### config.mk
export PLATFORM = sky130hd
export DESIGN_NAME = scanpos_calc
export DESIGN_NICKNAME = d
export VERILOG_FILES = /design/src/rtl/scanpos_pkg.sv /design/src/rtl/scanpos_norm.sv /design/src/rtl/scanpos_divu.sv /design/src/rtl/scanpos_calc.sv
export SDC_FILE = /design/constraint.sdc
export NUM_CORES = 2
export LEC_CHECK = 0
export BUFFER_PORTS_ARGS = -buffer_cell sky130_fd_sc_hd__buf_2
export CORE_MARGIN = 8
export CORE_UTILIZATION = 50
export CTS_CLUSTER_SIZE = 10
export DETAILED_ROUTE_END_ITERATION = 16
export PLACE_DENSITY = 0.69
export SYNTH_ARGS = -nofsm -noshare
export SYNTH_HDL_FRONTEND = slang
export SYNTH_SLANG_ARGS = --single-unit
### constraint.sdc
create_clock -name clk -period 25.3 [get_ports clk]
set_input_delay 2.53 -clock clk [delete_from_list [all_inputs] [get_ports clk]]
set_output_delay 2.53 -clock clk [all_outputs]
set_load 0.01 [all_outputs]
### src/rtl/scanpos_pkg.sv
package scanpos_pkg;
   typedef enum logic [1:0] {
      ST_IDLE = 2'd0,
      ST_PREP = 2'd1,
      ST_DIV  = 2'd2
   } scanpos_st_e;
endpackage

### src/rtl/scanpos_norm.sv
module scanpos_norm #(
   parameter int LW    = 12,
   parameter int HW    = 14,
   parameter bit IL_EN = 1'b1,
   localparam int PW   = LW + HW,
   localparam int XW   = PW + 2
) (
   input  logic                 pix,
   input  logic                 il,
   input  logic [PW-1:0]        raw,
   input  logic [HW-1:0]        ht,
   input  logic [HW-1:0]        hs,
   input  logic [LW-1:0]        vs,
   input  logic [LW-1:0]        ve,
   input  logic [LW-1:0]        vt,
   output logic signed [XW-1:0] off
);
   logic [LW-1:0] vs_h, ve_h, vt_h;
   logic [XW-1:0] vs_x, ve_x, vt_x;
   logic [XW-1:0] pos, off_u;

   generate
      if (IL_EN) begin : g_il
         // field timing, blank start rounded up, the rest rounded down
         assign vs_h = il ? LW'(({1'b0, vs} + (LW+1)'(1)) >> 1) : vs;
         assign ve_h = il ? (ve >> 1) : ve;
         assign vt_h = il ? (vt >> 1) : vt;
      end else begin : g_prog
         assign vs_h = vs;
         assign ve_h = ve;
         assign vt_h = vt;
      end
   endgenerate

   always_comb begin
      // scale line values to pixel counts
      if (pix) begin
         vs_x = XW'(vs_h) * XW'(ht);
         ve_x = XW'(ve_h) * XW'(ht);
         vt_x = XW'(vt_h) * XW'(ht);
      end else begin
         vs_x = XW'(vs_h);
         ve_x = XW'(ve_h);
         vt_x = XW'(vt_h);
      end
      pos = XW'(raw);
      if (pix) begin
         // clamp into the shorter field
         if (pos >= vt_x)
            pos = vt_x - XW'(1);
         // rebase to hsync start, single-step wrap
         pos = pos + XW'(ht) - XW'(hs);
         if (pos >= vt_x)
            pos = pos - vt_x;
      end
      // signed distance from blank end
      if (pos >= vs_x)
         off_u = pos - ve_x;
      else
         off_u = pos + vt_x - ve_x;
   end

   assign off = $signed(off_u);
endmodule

### src/rtl/scanpos_divu.sv
module scanpos_divu #(
   parameter int NW  = 28,
   parameter int DW  = 14,
   localparam int CW = $clog2(NW + 1)
) (
   input  logic          clk,
   input  logic          rst_n,
   input  logic          go,
   input  logic [NW-1:0] dividend,
   input  logic [DW-1:0] divisor,
   output logic          fin,
   output logic [NW-1:0] quo,
   output logic [DW-1:0] rem
);
   logic [NW-1:0] acc;
   logic [DW-1:0] rem_q, den_q;
   logic [CW-1:0] cnt;
   logic          run;
   logic [DW:0]   shifted, nrem;
   logic          ge;

   generate
      if (NW < 2 || DW < 2) begin : g_bad_width
         $error("scanpos_divu: widths too small");
      end
   endgenerate

   always_comb begin
      shifted = {rem_q, acc[NW-1]};
      ge      = shifted >= {1'b0, den_q};
      nrem    = ge ? (shifted - {1'b0, den_q}) : shifted;
   end

   always_ff @(posedge clk) begin
      if (!rst_n) begin
         acc   <= '0;
         rem_q <= '0;
         den_q <= '0;
         cnt   <= '0;
         run   <= 1'b0;
         fin   <= 1'b0;
      end else begin
         fin <= 1'b0;
         if (go) begin
            acc   <= dividend;
            rem_q <= '0;
            den_q <= divisor;
            cnt   <= CW'(NW - 1);
            run   <= 1'b1;
         end else if (run) begin
            acc   <= {acc[NW-2:0], ge};
            rem_q <= nrem[DW-1:0];
            if (cnt == '0) begin
               run <= 1'b0;
               fin <= 1'b1;
            end else begin
               cnt <= cnt - CW'(1);
            end
         end
      end
   end

   assign quo = acc;
   assign rem = rem_q;


   rem_bound_chk: assert property (@(posedge clk) disable iff (!rst_n)
      (fin && den_q != '0) |-> (rem_q < den_q));
endmodule

### src/rtl/scanpos_calc.sv
module scanpos_calc
   import scanpos_pkg::*;
#(
   parameter int LW    = 12,
   parameter int HW    = 14,
   parameter bit IL_EN = 1'b1,
   localparam int PW   = LW + HW,
   localparam int XW   = PW + 2
) (
   input  logic                 clk,
   input  logic                 rst_n,
   input  logic                 start,
   input  logic                 pix_mode,
   input  logic                 interlace,
   input  logic [PW-1:0]        raw_pos,
   input  logic [HW-1:0]        htotal,
   input  logic [HW-1:0]        hsync_start,
   input  logic [LW-1:0]        vbl_start,
   input  logic [LW-1:0]        vbl_end,
   input  logic [LW-1:0]        vtotal,
   output logic                 busy,
   output logic                 done,
   output logic                 in_vbl,
   output logic signed [LW:0]   vpos,
   output logic signed [HW:0]   hpos
);
   scanpos_st_e          st;
   logic                 pix_q, il_q;
   logic [PW-1:0]        raw_q;
   logic [HW-1:0]        ht_q, hs_q;
   logic [LW-1:0]        vs_q, ve_q, vt_q;
   logic                 neg_q;
   logic signed [XW-1:0] off;
   logic [XW-1:0]        mag;
   logic                 div_go, div_fin;
   logic [XW-1:0]        quo;
   logic [HW-1:0]        rem;
   logic signed [LW:0]   qv;
   logic signed [HW:0]   rv;

   generate
      if (LW < 2 || HW < 2) begin : g_bad_width
         $error("scanpos_calc: LW and HW must be at least 2");
      end
   endgenerate

   scanpos_norm #(.LW(LW), .HW(HW), .IL_EN(IL_EN)) u_norm (
      .pix (pix_q),
      .il  (il_q),
      .raw (raw_q),
      .ht  (ht_q),
      .hs  (hs_q),
      .vs  (vs_q),
      .ve  (ve_q),
      .vt  (vt_q),
      .off (off)
   );

   assign mag    = off[XW-1] ? XW'(-off) : XW'(off);
   assign div_go = (st == ST_PREP) && pix_q;

   scanpos_divu #(.NW(XW), .DW(HW)) u_div (
      .clk      (clk),
      .rst_n    (rst_n),
      .go       (div_go),
      .dividend (mag),
      .divisor  (ht_q),
      .fin      (div_fin),
      .quo      (quo),
      .rem      (rem)
   );

   assign qv   = $signed({1'b0, quo[LW-1:0]});
   assign rv   = $signed({1'b0, rem});
   assign busy = (st != ST_IDLE);

   always_ff @(posedge clk) begin
      if (!rst_n) begin
         st     <= ST_IDLE;
         pix_q  <= 1'b0;
         il_q   <= 1'b0;
         raw_q  <= '0;
         ht_q   <= '0;
         hs_q   <= '0;
         vs_q   <= '0;
         ve_q   <= '0;
         vt_q   <= '0;
         neg_q  <= 1'b0;
         done   <= 1'b0;
         in_vbl <= 1'b0;
         vpos   <= '0;
         hpos   <= '0;
      end else begin
         done <= 1'b0;
         unique case (st)
            ST_IDLE: begin
               if (start) begin
                  pix_q <= pix_mode;
                  il_q  <= interlace;
                  raw_q <= raw_pos;
                  ht_q  <= htotal;
                  hs_q  <= hsync_start;
                  vs_q  <= vbl_start;
                  ve_q  <= vbl_end;
                  vt_q  <= vtotal;
                  st    <= ST_PREP;
               end
            end
            ST_PREP: begin
               neg_q <= off[XW-1];
               if (pix_q) begin
                  st <= ST_DIV;
               end else begin
                  // line mode, no division
                  vpos   <= $signed(off[LW:0]);
                  hpos   <= '0;
                  in_vbl <= off[XW-1];
                  done   <= 1'b1;
                  st     <= ST_IDLE;
               end
            end
            ST_DIV: begin
               if (div_fin) begin
                  // truncation toward zero, remainder follows sign
                  vpos   <= neg_q ? -qv : qv;
                  hpos   <= neg_q ? -rv : rv;
                  in_vbl <= neg_q;
                  done   <= 1'b1;
                  st     <= ST_IDLE;
               end
            end
            default: st <= ST_IDLE;
         endcase
      end
   end


   done_pulse_chk: assert property (@(posedge clk) disable iff (!rst_n)
      done |=> !done);


   done_after_busy_chk: assert property (@(posedge clk) disable iff (!rst_n)
      done |-> $past(busy));


   vbl_sign_chk: assert property (@(posedge clk) disable iff (!rst_n)
      done |-> (in_vbl == (vpos < 0 || hpos < 0)));


   line_hpos_chk: assert property (@(posedge clk) disable iff (!rst_n)
      (done && !pix_q) |-> (hpos == '0));


   hpos_range_chk: assert property (@(posedge clk) disable iff (!rst_n)
      (done && pix_q) |-> ((hpos < 0 ? -hpos : hpos) < $signed({1'b0, ht_q})));


   quo_fit_chk: assert property (@(posedge clk) disable iff (!rst_n)
      div_fin |-> (quo[XW-1:LW] == '0));
endmodule

## Yosys cells after proc, flatten, opt, wreduce, memory -nomap -nowiden

Index checks and enable logic that the tools add are counted.
Widths: inputs -> output; s select.

| word-level totals | value |
|---|---|
| bits in registers | 188 |
| output and inout port bits | 31 |

| cells by class | value |
|---|---|
| add/subtract/negate cells | 13 |
| $mul | 3 |
| order comparisons | 4 |
| eq/ne operators | 6 |
| multiplexer cells | 40 |
| bitwise gates (word level) | 3 |
| reductions and logical operators | 13 |

Operator list:

| kind | count |
|---|---|
| $mux 28 | 8 |
| $sub 28x28->28 | 3 |
| $mul 12x14->26 | 3 |
| $mux 26 | 3 |
| $ge 28x28->1 | 2 |
| $mux 15 | 3 |
| $mux 13 | 3 |
| $mux 12 | 3 |
| $pmux 15 s2 | 1 |
| $add 28x14->28 | 1 |
| $add 28x28->28 | 1 |
| $ge 26x28->1 | 1 |
| $neg 28->28 | 1 |
| $sub 28x1->28 const B | 1 |
| $sub 28x14->28 | 1 |
| $pmux 13 s2 | 1 |
| $ge 15x14->1 | 1 |
| $mux 5 | 3 |
| $neg 14->15 | 1 |
| $mux 14 | 1 |
| $sub 14x14->14 | 1 |
| $add 12x1->13 const B | 1 |
| $neg 12->13 | 1 |
| $mux 1 | 8 |
| other kinds (17) | 29 |

## Logic depth before layout (Yosys ltp)

| logic depth | value |
|---|---|
| depth in word-level cells | 17 |
| depth in mapped cells | 84 |
| mapped depth without buffers | 72 |

## Hierarchy

From an unflattened synthesis, not the netlist that was laid out.

| second synthesis, totals | value |
|---|---|
| cell total of the unflattened synthesis | 4471 |
| area total of the unflattened synthesis | 35454.0 µm² |

Modules (own cells, without submodules):

| module | times used | cells an instance | area an instance (µm²) | sequential area each (µm²) |
|---|---|---|---|---|
| scanpos_norm | 1 | 3356 | 26329.0 | 0.0 |
| scanpos_calc | 1 | 695 | 5609.1 | 2502.4 |
| scanpos_divu | 1 | 420 | 3515.9 | 1261.2 |

## Least setup slack after synthesis

No wires, ideal clock.

| path | value |
|---|---|
| kind | register to register |
| start point | reg il_q |
| end point | reg u_div.acc[26], in the netlist u_div.quo[26] |
| data arrival time | 18.410 ns |
| data required time | 25.214 ns |
| setup slack | 6.803 ns |
| cell stages (with the launch flop) | 76 |
| period minus slack after synthesis | 18.497 ns |
| path through | dfxtp_1 buf_2 buf_1 clkbuf_1 clkbuf_1 mux2_2 nand2_1 fa_1 fa_1 inv_1 fa_1 fa_1 inv_1 fa_1 inv_1 ha_1 o21ai_0 o21ai_0 [40 not listed] a21o_1 a221oi_1 and3b_1 a31o_2 clkbuf_1 clkbuf_1 clkbuf_1 clkbuf_1 mux2i_1 ha_1 inv_1 a211oi_1 nor3b_1 nand4b_1 nor4_1 a211oi_2 xnor2_1 a221oi_2 |

| between the ends | value |
|---|---|
| cells in the longest elaborated chain, start to end | 17 |
| elaborated cells on any way between the ends | 27 |
| those cells by class | add/sub (8); mul (3); order compare (3); mux (13) |

Ends and longest elaborated chain:

| what | RTL line | text |
|---|---|---|
| from (decl) | scanpos_calc.sv:28 | `logic pix_q, il_q;` |
| from (signal assigned) | scanpos_calc.sv:99 | `il_q <= interlace;` |
| $mux 12 | scanpos_norm.sv:27 | `assign vt_h = il ? (vt >> 1) : vt;` |
| $mul 12x14->26 | scanpos_norm.sv:40 | `vt_x = XW'(vt_h) * XW'(ht);` |
| $mux 26 | scanpos_norm.sv:37 | `if (pix) begin` |
| $sub 28x1->28 or $ge 26x28->1 (tied branches) | scanpos_norm.sv:50, scanpos_norm.sv:49 |  |
| $mux 28 | scanpos_norm.sv:49 | `if (pos >= vt_x)` |
| $mux 28 | scanpos_norm.sv:47 | `if (pix) begin` |
| $add 28x14->28 | scanpos_norm.sv:52 | `pos = pos + XW'(ht) - XW'(hs);` |
| $sub 28x14->28 | scanpos_norm.sv:52 |  |
| $sub 28x28->28 or $ge 28x28->1 (tied branches) | scanpos_norm.sv:54, scanpos_norm.sv:53 |  |
| $mux 28 | scanpos_norm.sv:53 | `if (pos >= vt_x)` |
| $mux 28 | scanpos_norm.sv:47 |  |
| $add 28x28->28 | scanpos_norm.sv:60 | `off_u = pos + vt_x - ve_x;` |
| $sub 28x28->28 | scanpos_norm.sv:60 |  |
| $mux 28 (*) | scanpos_norm.sv:57 | `if (pos >= vs_x)` |
| $neg 28->28 | scanpos_calc.sv:59 | `assign mag = off[XW-1] ? XW'(-off) : XW'(off);` |
| $mux 28 (*) | scanpos_calc.sv:59 |  |
| $mux 28 (*) | scanpos_divu.sv:44 | `if (go) begin` |
| to (signal assigned) | scanpos_divu.sv:45 | `acc <= dividend;` |
| to (signal assigned) | scanpos_divu.sv:51 | `acc <= {acc[NW-2:0], ge};` |
| to (decl) | scanpos_divu.sv:15 | `logic [NW-1:0] acc;` |

Every way passes the cells marked *; elsewhere a longest branch is shown, timed or not. The select of a mux whose other input is x is not followed.
A chain may end at the register's enable or synchronous reset.

## Worst setup path after layout

| path | value |
|---|---|
| start point | reg il_q |
| end point | reg u_div.acc[11], in the netlist u_div.quo[11] |

Same word-level chain as after synthesis.

==> results.md <==
Place:
- Input and output buffers added on the ports amount to between 100 and 150.
- The last weighted congestion value of the routability-driven placer is between 0.9 and 1.
- The half-perimeter wire length after detailed placement is 85.7 mm.
- The placed instances occupy a cell area of 36,500 sq um.
- The number of placed instances, taps included, is around 5,400.
- The minimum setup slack after placement is roughly 5700 ps.

Floorplanning:
- The number of placement rows is 97.
- The area of the die is 79,000 sq um.
- Measured along the x axis, the die boundary spans 281 microns.
- The core area is 69,800 sq um.
- roughly 130 I/O pins were placed.
- The die extent in y is approximately 280 microns.
- Once the floorplan was initialized, standard cells occupied 50.3% of the core.

Clocking:
- The number of buffers created by CTS is 17.
- The root buffer cell is clkbuf_16.
- The TritonCTS sink count is ~190.
- Once the clock tree was built, the resizer swapped 0 gates to a different size.
- The clock-pin slew reported for the worst setup and hold paths after clock tree synthesis is 80 ps.
- In this run the number of H-tree levels came out at 4.
- The longest clock path from root to sink contains 2 buffers.
- The clock reaches the later pin of the worst-skew pair after 530 ps.
- In this run, post-CTS hold repair placed 0 buffers.
- TritonCTS built the clock tree.
- Post-CTS timing repair inserted 0 buffers for setup.

Timing:
- The final hold violation count is 0.
- The period utilization is between 70 and 80%.
- The final worst slack is between 5000 and 6000 ps.
- The setup TNS is 0 ps.
- The setup clock skew after layout is 28.6 ps.
- Headroom to the max-slew limit came out at 19.1%.
- The transition at the pin with the smallest max-transition slack is 1180 ps.
- The smallest clock period supported by the final layout is computed as 19,880 ps.
- The upper clock frequency limit is 50.3 MHz.
- Setup violations remaining at the end of the flow were counted as 0.
- The number of pins with negative max-slew slack in the final report came to 0.
- Setup repair after global routing left no endpoint under its margin.
- The worst-case hold slack is 458 ps.

Power and ir drop:
- Of the total power, combinational logic draws 80.3%.
- Sequential cells account for 10.4% of the total power.
- The switching part of the total power is 54.9%.
- The power spent charging and discharging nets is 1.80 mW.
- The clock share of power is 9.2%.
- The leakage power figure is 17.8 nW.
- The power per cell area is 88.4 nW/um^2.
- VDD sags by at most roughly 0.10 mV.
- Internal power comes to 1.48 mW.

Yosys:
- The top flip-flop cell by instance count after synthesis is dfxtp_1.
- Summing the sequential cell areas from Yosys gives 10.7% of the chip area.
- The net count after synthesis is 5,388.
- The count of flip-flops with a built-in enable after synthesis is 0.
- Each instance of the synthesized netlist takes up on average 7.79 sq um.
- The cell area that synthesis handed to floorplanning was 35,100 sq um.
- The synthesized design contains between 150 and 200 register bits.
- The number of warnings issued by yosys is 0.
- The number of distinct library cells after synthesis is 86.
- After synthesis, the share of flip-flops with an asynchronous set or reset is 0%.
- The synthesized netlist cell count is 4,512.

Global routing:
- The overall fraction of global-route tracks in use is 27.5%.
- The number of antenna violations at the first check in global routing is 0.
- The total overflow left after global routing is 0.
- The number of global-route vias before repair is about 31,000.
- The largest net degree at the start of global routing is 79.
- The first global-routing pass estimated around 170 mm of wire.

Drt:
- After detailed routing, the number of remaining DRC violations is 0.
- In the routed layout, each cell is associated on average with a via count of 5.80.
- The final layout contains routed wiring with a total length of 108 mm.
- The detail route stage leaves a number of antenna-violating nets equal to 0.
- The number of design-rule violations left by the first detailed-router iteration is approximately 2,400.
- In the final routed layout, each cell accounts on average for 19.9 microns.
- The detailed-router iteration count before antenna repair is 5.
- Across all layers, the routed design uses 31,562 vias.

Outcome:
- The flow ran to the end, and the final reports show no timing, DRC or antenna violations.

Setup path:
- The cell with the largest stage delay on the worst path is o31a_2.
- The number of buffers and inverters on the critical path is 8.
- The worst-path maximum fanout is 52.
- The cell that appears most often on the critical path is fa_1.
- The setup path with the least slack is of type reg -> reg.
- At the worst endpoint, the arrival time is 20,290 ps.
- The worst setup path is captured at a register.
- Among cell families on the critical path, the largest total delay comes from compound AO/OA/AOI/OAI gates.
- The critical path data required time is 25,710 ps.
- The kind of start point of the critical path is a register.
- In this design, the stage delay of the slowest critical-path cell is 790 ps.

Final layout:
- For this run, the post-layout net count is 5,363.
- From synthesis to final layout, the design area changed by 5.69%.
- The finished layout holds 5,440 standard cells, fillers aside.
- The final instance area is 37,100 sq um.
- The post-route netlist has between 6 and 7% of its cells at a drive strength greater than 1.
- Fill cells in the final layout number 6,804.
- The count of antenna diodes in the layout is 0.

Flow run:
- The number of violations of the max-capacitance limit is 0.

Hold path:
- The path category of the worst min-delay check is reg -> reg.
==> state kept, by name, summed over array words and instances (netlist names), 5 cells and up <==
signal / flops
hs_q: 14
ht_q: 14
u_div.quo: 28
ve_q: 12
u_div.cnt: 5
u_div.rem: 14
vt_q: 12
hpos: 15
vs_q: 12
raw_q: 26
vpos: 13
u_div.den_q: 14
==> synth_stat cells, types with 61 or more instances <==
master    count  area, sq um
clkbuf_1    187          702
ha_1        378         4730
nor3_1       61          305
fa_1        403         8070
a21oi_1     372         1860
nand3_1      62          310
nand2_1     775         2910
dfxtp_1     188         3760
xnor2_1     141         1230
xor2_1       63          552
inv_1       602         2260
a21o_1       64          480
and2_1      105          657
mux2i_1      82          821
nor2_1      270         1010
o21ai_0     150          751
==> tightest hold or removal path, stage by stage (launching register included) <==
cell,delay (ps)
dfxtp_1,310
nand2_1,50
a21oi_1,50
==> layout make-up <==
type	instances	area [sq um]	area share [%]
well taps	940	1180	3.17
multi-input cells	3509	28400	76.4
repair buffers	165	926	2.49
clock inverters	15	204	0.549
flip-flops and latches	188	3770	10.2
inverters	606	2280	6.14
clock buffers	17	425	1.15
==> cell usage in the layout (no fill, tap or decap), types with 125 or more instances in the layout <==
cell type and count:
ha_1 378, fa_1 403, buf_2 125, inv_1 602, o21ai_0 150, xnor2_1 141, dfxtp_1 185, nand2_1 774
nor2_1 270, a21oi_1 369
==> power groups by stage <==
stage	logic [mW]	registers [mW]	clock network, mW
after floorplan	2.00	0.337	0
after global placement	2.57	0.347	0
after detailed placement	2.57	0.348	0
after CTS	2.59	0.341	0.313
after global routing	2.90	0.344	0.321
final	2.64	0.342	0.303
==> final timing paths <==
check                       from             end  slack, ps  depth (start not counted)
hold / removal    u_div.den_q[5]  u_div.den_q[5]        460                          2
setup / recovery            il_q   u_div.quo[11]       5420                         64
setup reg to reg            il_q   u_div.quo[11]       5420                         64
hold reg to reg   u_div.den_q[5]  u_div.den_q[5]        460                          2
==> logic make-up (layout without fill, tap and decap cells) <==
kind of cell | count (synthesis) | count (layout) | synth area share (%)
adders and majority gates | 781 | 781 | 36.4
muxes | 140 | 140 | 4.22
xor gates and xnor gates | 204 | 204 | 5.09
DFF | 188 | 188 | 10.7
and+or+nand+nor | 1476 | 1476 | 18.7
buffers and inverters | 815 | 803 | 8.74
AOI/OAI and AO/OA | 908 | 908 | 16.1
==> per-layer routing <==
layer	up-vias	routed length [microns]	GRT usage (%)
li1	14857	-	-
met1	15284	45100	35.0
met2	1138	49300	45.2
met3	283	7760	3.98
met4	0	6220	14.2
met5	-	0	0
==> through the flow <==
stage                     power [mW]  util (%)
final                           3.28      53.2
after global routing            3.56      53.2
after CTS                       3.24      53.2
after detailed placement        2.92      52.3
after global placement          2.91      52.3
after floorplan                 2.34         -
(Power assumes the default switching activity.)
